==> src/rtl/memcfg_pkg.sv <==
package memcfg_pkg;
  localparam int CFG_BITS     = 36;
  localparam int N_PRESETS    = 13;
  localparam int LOW_RUN      = 12;
  localparam int TOP_LINE     = 31;
  localparam int PRESET_IDX_W = $clog2(N_PRESETS);

  typedef logic [CFG_BITS-1:0] cfg_word_t;

  typedef enum logic [1:0] {SC_IDLE, SC_HIGH, SC_STEP, SC_DONE} scan_state_e;
  typedef enum logic [1:0] {RD_IDLE, RD_REQ, RD_WAIT, RD_DONE} rd_state_e;

  // Bus line cleared in a given probe step: a contiguous low run, then the top line.
  function automatic int line_of_step(int step);
    return (step < LOW_RUN) ? step : TOP_LINE;
  endfunction

  // Preset table entry k; the final entry is the slowest timing.
  function automatic cfg_word_t preset_word(int k);
    cfg_word_t w;
    w = '0;
    if (k == N_PRESETS - 1) begin
      for (int j = 0; j < 6; j++) w[2*j +: 2] = 2'd3;
      for (int j = 0; j < 4; j++) w[12 + 5*j +: 5] = 5'd31;
      w[32]    = 1'b1;
      w[33]    = 1'b1;
      w[35:34] = 2'd3;
    end else begin
      for (int j = 0; j < 6; j++) w[2*j +: 2] = 2'(k / 4);
      for (int j = 0; j < 4; j++) w[12 + 5*j +: 5] = 5'(k + 1 + j);
      w[32]    = 1'(k % 2);
      w[33]    = 1'b1;
      w[35:34] = 2'(k % 4);
    end
    return w;
  endfunction
endpackage

==> src/rtl/memcfg_scan_walker.sv <==
module memcfg_scan_walker
  import memcfg_pkg::*;
#(
  parameter int STEP_CYCLES = 4,
  parameter int BUS_W       = 32,
  parameter int N_STEPS     = N_PRESETS
) (
  input  logic                    clk,
  input  logic                    rst_n,
  input  logic                    cfg_pin,
  output logic                    scan_en,
  output logic [BUS_W-1:0]        scan_data,
  output logic                    scan_done,
  output logic                    preset_hit,
  output logic [PRESET_IDX_W-1:0] preset_idx
);
  localparam int CNT_W  = $clog2(STEP_CYCLES + 1);
  localparam int STEP_W = $clog2(N_STEPS + 1);
  localparam int LINE_W = $clog2(BUS_W);
  localparam logic [CNT_W-1:0]  CNT_LAST   = CNT_W'(STEP_CYCLES - 1);
  localparam logic [STEP_W-1:0] STEP_LAST  = STEP_W'(N_STEPS - 1);
  localparam logic [LINE_W-1:0] FIRST_LINE = LINE_W'(line_of_step(0));

  scan_state_e       state;
  logic [CNT_W-1:0]  cnt;
  logic [STEP_W-1:0] step;
  logic [BUS_W-1:0]  low_mask;
  logic              pre_low;
  logic [LINE_W-1:0] next_line;

  always_comb begin
    next_line = LINE_W'(line_of_step(int'(step) + 1));
  end

  always_ff @(posedge clk) begin
    if (!rst_n) begin
      state      <= SC_IDLE;
      cnt        <= '0;
      step       <= '0;
      low_mask   <= '0;
      pre_low    <= 1'b0;
      preset_hit <= 1'b0;
      preset_idx <= '0;
    end else begin
      case (state)
        SC_IDLE: begin
          state    <= SC_HIGH;
          cnt      <= '0;
          low_mask <= '0;
        end
        SC_HIGH: begin
          if (cnt == CNT_LAST) begin
            pre_low              <= ~cfg_pin;
            state                <= SC_STEP;
            step                 <= '0;
            cnt                  <= '0;
            low_mask[FIRST_LINE] <= 1'b1;
          end else begin
            cnt <= cnt + 1'b1;
          end
        end
        SC_STEP: begin
          if (cnt == CNT_LAST) begin
            cnt <= '0;
            if (!cfg_pin && !pre_low) begin
              preset_hit <= 1'b1;
              preset_idx <= PRESET_IDX_W'(step);
              state      <= SC_DONE;
            end else if (step == STEP_LAST) begin
              state <= SC_DONE;
            end else begin
              step                <= step + 1'b1;
              low_mask[next_line] <= 1'b1;
            end
          end else begin
            cnt <= cnt + 1'b1;
          end
        end
        default: ;
      endcase
    end
  end

  assign scan_en   = (state == SC_HIGH) || (state == SC_STEP);
  assign scan_data = ~low_mask;
  assign scan_done = (state == SC_DONE);
endmodule

==> src/rtl/memcfg_read_shifter.sv <==
module memcfg_read_shifter
  import memcfg_pkg::*;
#(
  parameter int          N_READS    = CFG_BITS,
  parameter int          ADDR_W     = 32,
  parameter logic [31:0] FIRST_ADDR = 32'h7FFF_FF6C,
  parameter logic [31:0] RUN_BASE   = 32'h7FFF_FF70
) (
  input  logic               clk,
  input  logic               rst_n,
  input  logic               start,
  input  logic               cfg_pin,
  input  logic               rd_ready,
  input  logic               rd_done,
  output logic               rd_valid,
  output logic [ADDR_W-1:0]  rd_addr,
  output logic [N_READS-1:0] samples,
  output logic               done
);
  localparam int IDX_W = $clog2(N_READS + 1);
  localparam logic [IDX_W-1:0] IDX_LAST = IDX_W'(N_READS - 1);

  rd_state_e        state;
  logic [IDX_W-1:0] idx;

  always_ff @(posedge clk) begin
    if (!rst_n) begin
      state   <= RD_IDLE;
      idx     <= '0;
      samples <= '0;
    end else begin
      case (state)
        RD_IDLE: if (start) begin
          state <= RD_REQ;
          idx   <= '0;
        end
        RD_REQ: if (rd_ready) state <= RD_WAIT;
        RD_WAIT: if (rd_done) begin
          samples[idx] <= cfg_pin;
          if (idx == IDX_LAST) begin
            state <= RD_DONE;
          end else begin
            idx   <= idx + 1'b1;
            state <= RD_REQ;
          end
        end
        default: ;
      endcase
    end
  end

  always_comb begin
    if (idx == '0) rd_addr = ADDR_W'(FIRST_ADDR);
    else           rd_addr = ADDR_W'(RUN_BASE) + (ADDR_W'(idx - 1'b1) << 2);
  end

  assign rd_valid = (state == RD_REQ);
  assign done     = (state == RD_DONE);
endmodule

==> src/rtl/memcfg_preset_table.sv <==
module memcfg_preset_table
  import memcfg_pkg::*;
(
  input  logic [PRESET_IDX_W-1:0] idx,
  output cfg_word_t               word
);
  cfg_word_t table_w [N_PRESETS];

  for (genvar k = 0; k < N_PRESETS; k++) begin : g_preset
    assign table_w[k] = preset_word(k);
  end

  always_comb begin
    word = table_w[N_PRESETS-1];
    for (int k = 0; k < N_PRESETS; k++) begin
      if (idx == PRESET_IDX_W'(k)) word = table_w[k];
    end
  end
endmodule

==> src/rtl/memcfg_loader.sv <==
module memcfg_loader
  import memcfg_pkg::*;
#(
  parameter int STEP_CYCLES = 4,
  parameter int BUS_W       = 32,
  parameter int ADDR_W      = 32
) (
  input  logic                clk,
  input  logic                rst_n,
  input  logic                cfg_pin,
  output logic                scan_en,
  output logic [BUS_W-1:0]    scan_data,
  output logic                rd_valid,
  input  logic                rd_ready,
  output logic [ADDR_W-1:0]   rd_addr,
  input  logic                rd_done,
  input  logic                mem_req,
  output logic                mem_gnt,
  output logic                cfg_valid,
  output logic [CFG_BITS-1:0] cfg_word
);
  logic                    scan_done;
  logic                    preset_hit;
  logic [PRESET_IDX_W-1:0] preset_idx;
  cfg_word_t               preset_w;
  logic [CFG_BITS-1:0]     samples;
  logic                    reads_done;

  memcfg_scan_walker #(
    .STEP_CYCLES(STEP_CYCLES),
    .BUS_W      (BUS_W),
    .N_STEPS    (N_PRESETS)
  ) walker_i (
    .clk       (clk),
    .rst_n     (rst_n),
    .cfg_pin   (cfg_pin),
    .scan_en   (scan_en),
    .scan_data (scan_data),
    .scan_done (scan_done),
    .preset_hit(preset_hit),
    .preset_idx(preset_idx)
  );

  memcfg_preset_table table_i (
    .idx (preset_idx),
    .word(preset_w)
  );

  memcfg_read_shifter #(
    .N_READS(CFG_BITS),
    .ADDR_W (ADDR_W)
  ) reader_i (
    .clk     (clk),
    .rst_n   (rst_n),
    .start   (scan_done && !preset_hit),
    .cfg_pin (cfg_pin),
    .rd_ready(rd_ready),
    .rd_done (rd_done),
    .rd_valid(rd_valid),
    .rd_addr (rd_addr),
    .samples (samples),
    .done    (reads_done)
  );

  always_ff @(posedge clk) begin
    if (!rst_n) begin
      cfg_valid <= 1'b0;
      cfg_word  <= '0;
    end else if (!cfg_valid) begin
      if (scan_done && preset_hit) begin
        cfg_word  <= preset_w;
        cfg_valid <= 1'b1;
      end else if (reads_done) begin
        cfg_word  <= ~samples;
        cfg_valid <= 1'b1;
      end
    end
  end

  assign mem_gnt = mem_req && cfg_valid;
endmodule

==> config.mk <==
export PLATFORM = sky130hd
export DESIGN_NAME = memcfg_loader
export DESIGN_NICKNAME = d
export VERILOG_FILES = /design/src/rtl/memcfg_pkg.sv /design/src/rtl/memcfg_scan_walker.sv /design/src/rtl/memcfg_read_shifter.sv /design/src/rtl/memcfg_preset_table.sv /design/src/rtl/memcfg_loader.sv
export SDC_FILE = /design/constraint.sdc
export NUM_CORES = 1
export LEC_CHECK = 0
export BUFFER_PORTS_ARGS = -buffer_cell sky130_fd_sc_hd__clkbuf_2
export CORE_ASPECT_RATIO = 0.6
export CORE_UTILIZATION = 60
export DETAILED_ROUTE_END_ITERATION = 16
export PLACE_DENSITY_LB_ADDON = 0.12
export SETUP_SLACK_MARGIN = 0.05
export SYNTH_ARGS = -nofsm -noshare
export SYNTH_HDL_FRONTEND = slang
export SYNTH_SLANG_ARGS = --single-unit
==> constraint.sdc <==
create_clock -name clk -period 8.4 [get_ports clk]
set_clock_uncertainty 0.1 [all_clocks]
set_input_delay 1.68 -clock clk [delete_from_list [all_inputs] [get_ports clk]]
set_output_delay 1.68 -clock clk [all_outputs]
set_load 0.05 [all_outputs]
==> run_results.csv <==
group,metric,value,unit
status,status,"finished clean",
synth,synthCells,743,
clock_network,clock-sinks,128,
worst_setup_path,crit_path_frequent_cell,"ha_1",
job,maxCapViolCount,0,
finish,final_area,7090,sq um
synth,synth_seq_cells,128,
synth,synth_edf_count,0,
worst_setup_path,worstPathMaxFanout,11,
sta,hold_viol_final,0,
route,wl_per_cell,15.3,microns
worst_setup_path,crit_type,"reg2out",
synth,synth_top_area_share,41.9,%
global_routing,first_global_vias,4565,
clock_network,post_cts_buffers,0,
pwr,p_leak,0.00274,uW
finish,layout_commonest_cell,"nor2_1",
sta,final.period_utilization,58.4,%
global_routing,grt_antenna_before_repair,0,
floorplan,start_util,61.9,%
worst_setup_path,critical-path-slowest-cell,"dfxtp_1",
global_routing,grt_start_max_net_pins,65,
route,wl,14.6,mm
clock_network,cts-htree-levels,4,
global_routing,grt_overflow,0,
synth,ys_async_sr_fraction,0,%
synth,synth_largest_area_cell,"dfxtp_1",
placed_design,gp_congestion,0.878,
route,route.detailed.drc,0,
pwr,power-per-cell-area,225,nW/um^2
global_routing,grt.total_usage,27.9,%
finish,post-route-util,71.8,%
sta,fmax,0.204,GHz
hold_path,hold_class,"reg2reg",
floorplan,die_h,80.2,microns
clock_network,holdBufCountCts,0,
route,drtIter0Drc,383,
synth,avgSynthCellArea,8.23,sq um
clock_network,clkTransAtPathRegs,60,ps
global_routing,grt_pass1_wl,23.1,mm
finish,drive_gt1_share,21.0,%
finish,register_area,2560,sq um
finish,area_delta_synth_final,16.0,%
floorplan,core,9880,sq um
floorplan,die_area,10600,sq um
sta,drv_slew,0,
finish,diodes,0,
finish,final_cell_mix,"nor2_1, dfxtp_1, clkbuf_2",
route,vias_per_cell,5.54,
clock_network,cts_tree,"done",
finish,n_fill_cell,799,
pwr,max-vdd-ir-drop,0.208,mV
synth,netlist_area,6110,sq um
synth,ys_warn_count,0,
worst_setup_path,worstPathCellList,"inv_1 -> ha_1 -> xnor2_1 -> ha_1 -> a221oi_1 -> a31oi_1 -> o21ai_0 -> ha_1 -> nand2b_1 -> clkbuf_2",
placed_design,post-place-ws,3970,ps
finish,multiInputGateArea,2980,sq um
route,drtPass1Iterations,5,
route,ant_nets,0,
clock_network,cts_buffer_depth,2,
synth,synth_area_leaders,"dfxtp_1, nor2_1, mux2i_1",
worst_setup_path,crit_required,6620,ps
worst_setup_path,endpoint_kind,"output port",
clock_network,clock-root-buffer,"clkbuf_16",
sta,whs,331,ps
synth,synthDistinctLibCells,61,
sta,fin_ws,3490,ps
sta,tns,0,ps
worst_setup_path,cp-start-kind,"flop",
floorplan,ios,110,
synth,yosysSeqAreaShare,41.9,%
sta,setup_viol,0,
finish,final_net_count,835,
placed_design,dp_hpwl,9.89,mm
worst_setup_path,worstPathArrival,3130,ps
sta,tightest_slew,877,ps
clock_network,numCtsBuffers,17,
worst_setup_path,critPathMaxStageDelay,520,ps
sta,rsz0062_at_grt,"false",
sta,slew_headroom,41.4,%
sta,min_period,4910,ps
placed_design,postPlaceCellArea,6460,sq um
floorplan,die_width,132,microns
clock_network,postCtsResizedCells,0,
route,vias,5293,
clock_network,clkLatencyLatePin,410,ps
placed_design,port_buffers,107,
floorplan,fp-row-count,28,
synth,synth_ff_type,"dfxtp_1",
[report_power, final]
part / total (uW) / leakage [uW] / internal (uW) / switching (uW)
Clock: 784 / 0.000296 / 505 / 280
Sequential: 629 / 0.00103 / 618 / 11.6
Combinational: 185 / 0.00141 / 52.7 / 133
Total: 1600 / 0.00274 / 1180 / 424
[logic make-up after synthesis]
logic type / share of synthesized area [%]
simple gates: 20.9
compound gates: 16.6
flops: 41.9
buf+inv: 9.35
mux: 5.42
fa+ha+maj: 4.50
xor+xnor: 1.29
other cells: 0.0613
[sequential cells by signal, summed over array words and instances (netlist names)]
signal,flops
cfg_valid,1
cfg_word,36
reader_i.idx,6
reader_i.samples,36
reader_i.state,2
walker_i.cnt,3
walker_i.low_mask,32
walker_i.pre_low,1
walker_i.preset_hit,1
walker_i.preset_idx,4
walker_i.state,2
walker_i.step,4
[final cells by class]
class	count	area share (%)
Timing Repair Buffer	110	7.87
Inverter	51	2.70
Multi-Input combinational cell	499	42.1
Tap cell	135	2.38
Clock inverter	13	2.63
Clock buffer	19	6.24
Sequential cell	128	36.1
[synth_stat cells (all sizes together), types with 12 or more instances]
cell and n:
nand2b 15, ha 22, nand2 46, a211oi 12
o211ai 16, o221a 14, buf 39, a21oi 39
clkbuf 27, o21ai 34, nand3 14, dfxtp 128
inv 51, mux2i 32, nor2 163
[layer usage]
metal	vias up	global-route usage [%]	wire length, microns
li1	2618	-	-
met4	0	8.28	124
met5	-	0	0
met2	194	41.2	6320
met1	2463	40.0	7110
met3	18	6.82	1020
[worst paths after layout]
path	startpoint	endpoint	slack, ps	depth (start not counted)
max	reader_i.idx[0]$_SDFFE_PN0P_	rd_addr[14]	3490	10
min	walker_i.low_mask[14]$_SDFFE_PN0P_	walker_i.low_mask[14]$_SDFFE_PN0P_	330	2
max reg2reg	walker_i.state[0]$_SDFFE_PN0P_	cfg_word[32]$_SDFFE_PN0P_	5700	7
min reg2reg	walker_i.low_mask[14]$_SDFFE_PN0P_	walker_i.low_mask[14]$_SDFFE_PN0P_	330	2
[worst max-delay path, delay by kind of cell, from the launching register on]
| kind | cells | cell delay [ps] |
|---|---|---|
| buffers and inverters | 2 | 400 |
| flip-flops | 1 | 520 |
| XOR/XNOR | 1 | 190 |
| AO/OA/AOI/OAI | 3 | 610 |
| AND/OR/NAND/NOR | 1 | 160 |
| adder cells (fa/ha/maj) | 3 | 840 |
[per-stage QoR]
step	cells	total power, uW
3_3_place_gp	923	813
3_5_place_dp	923	822
6_report	955	1600
4_1_cts	955	1600
5_1_grt	955	1650
2_1_floorplan	744	786
Power figures use the tool's default switching activity.
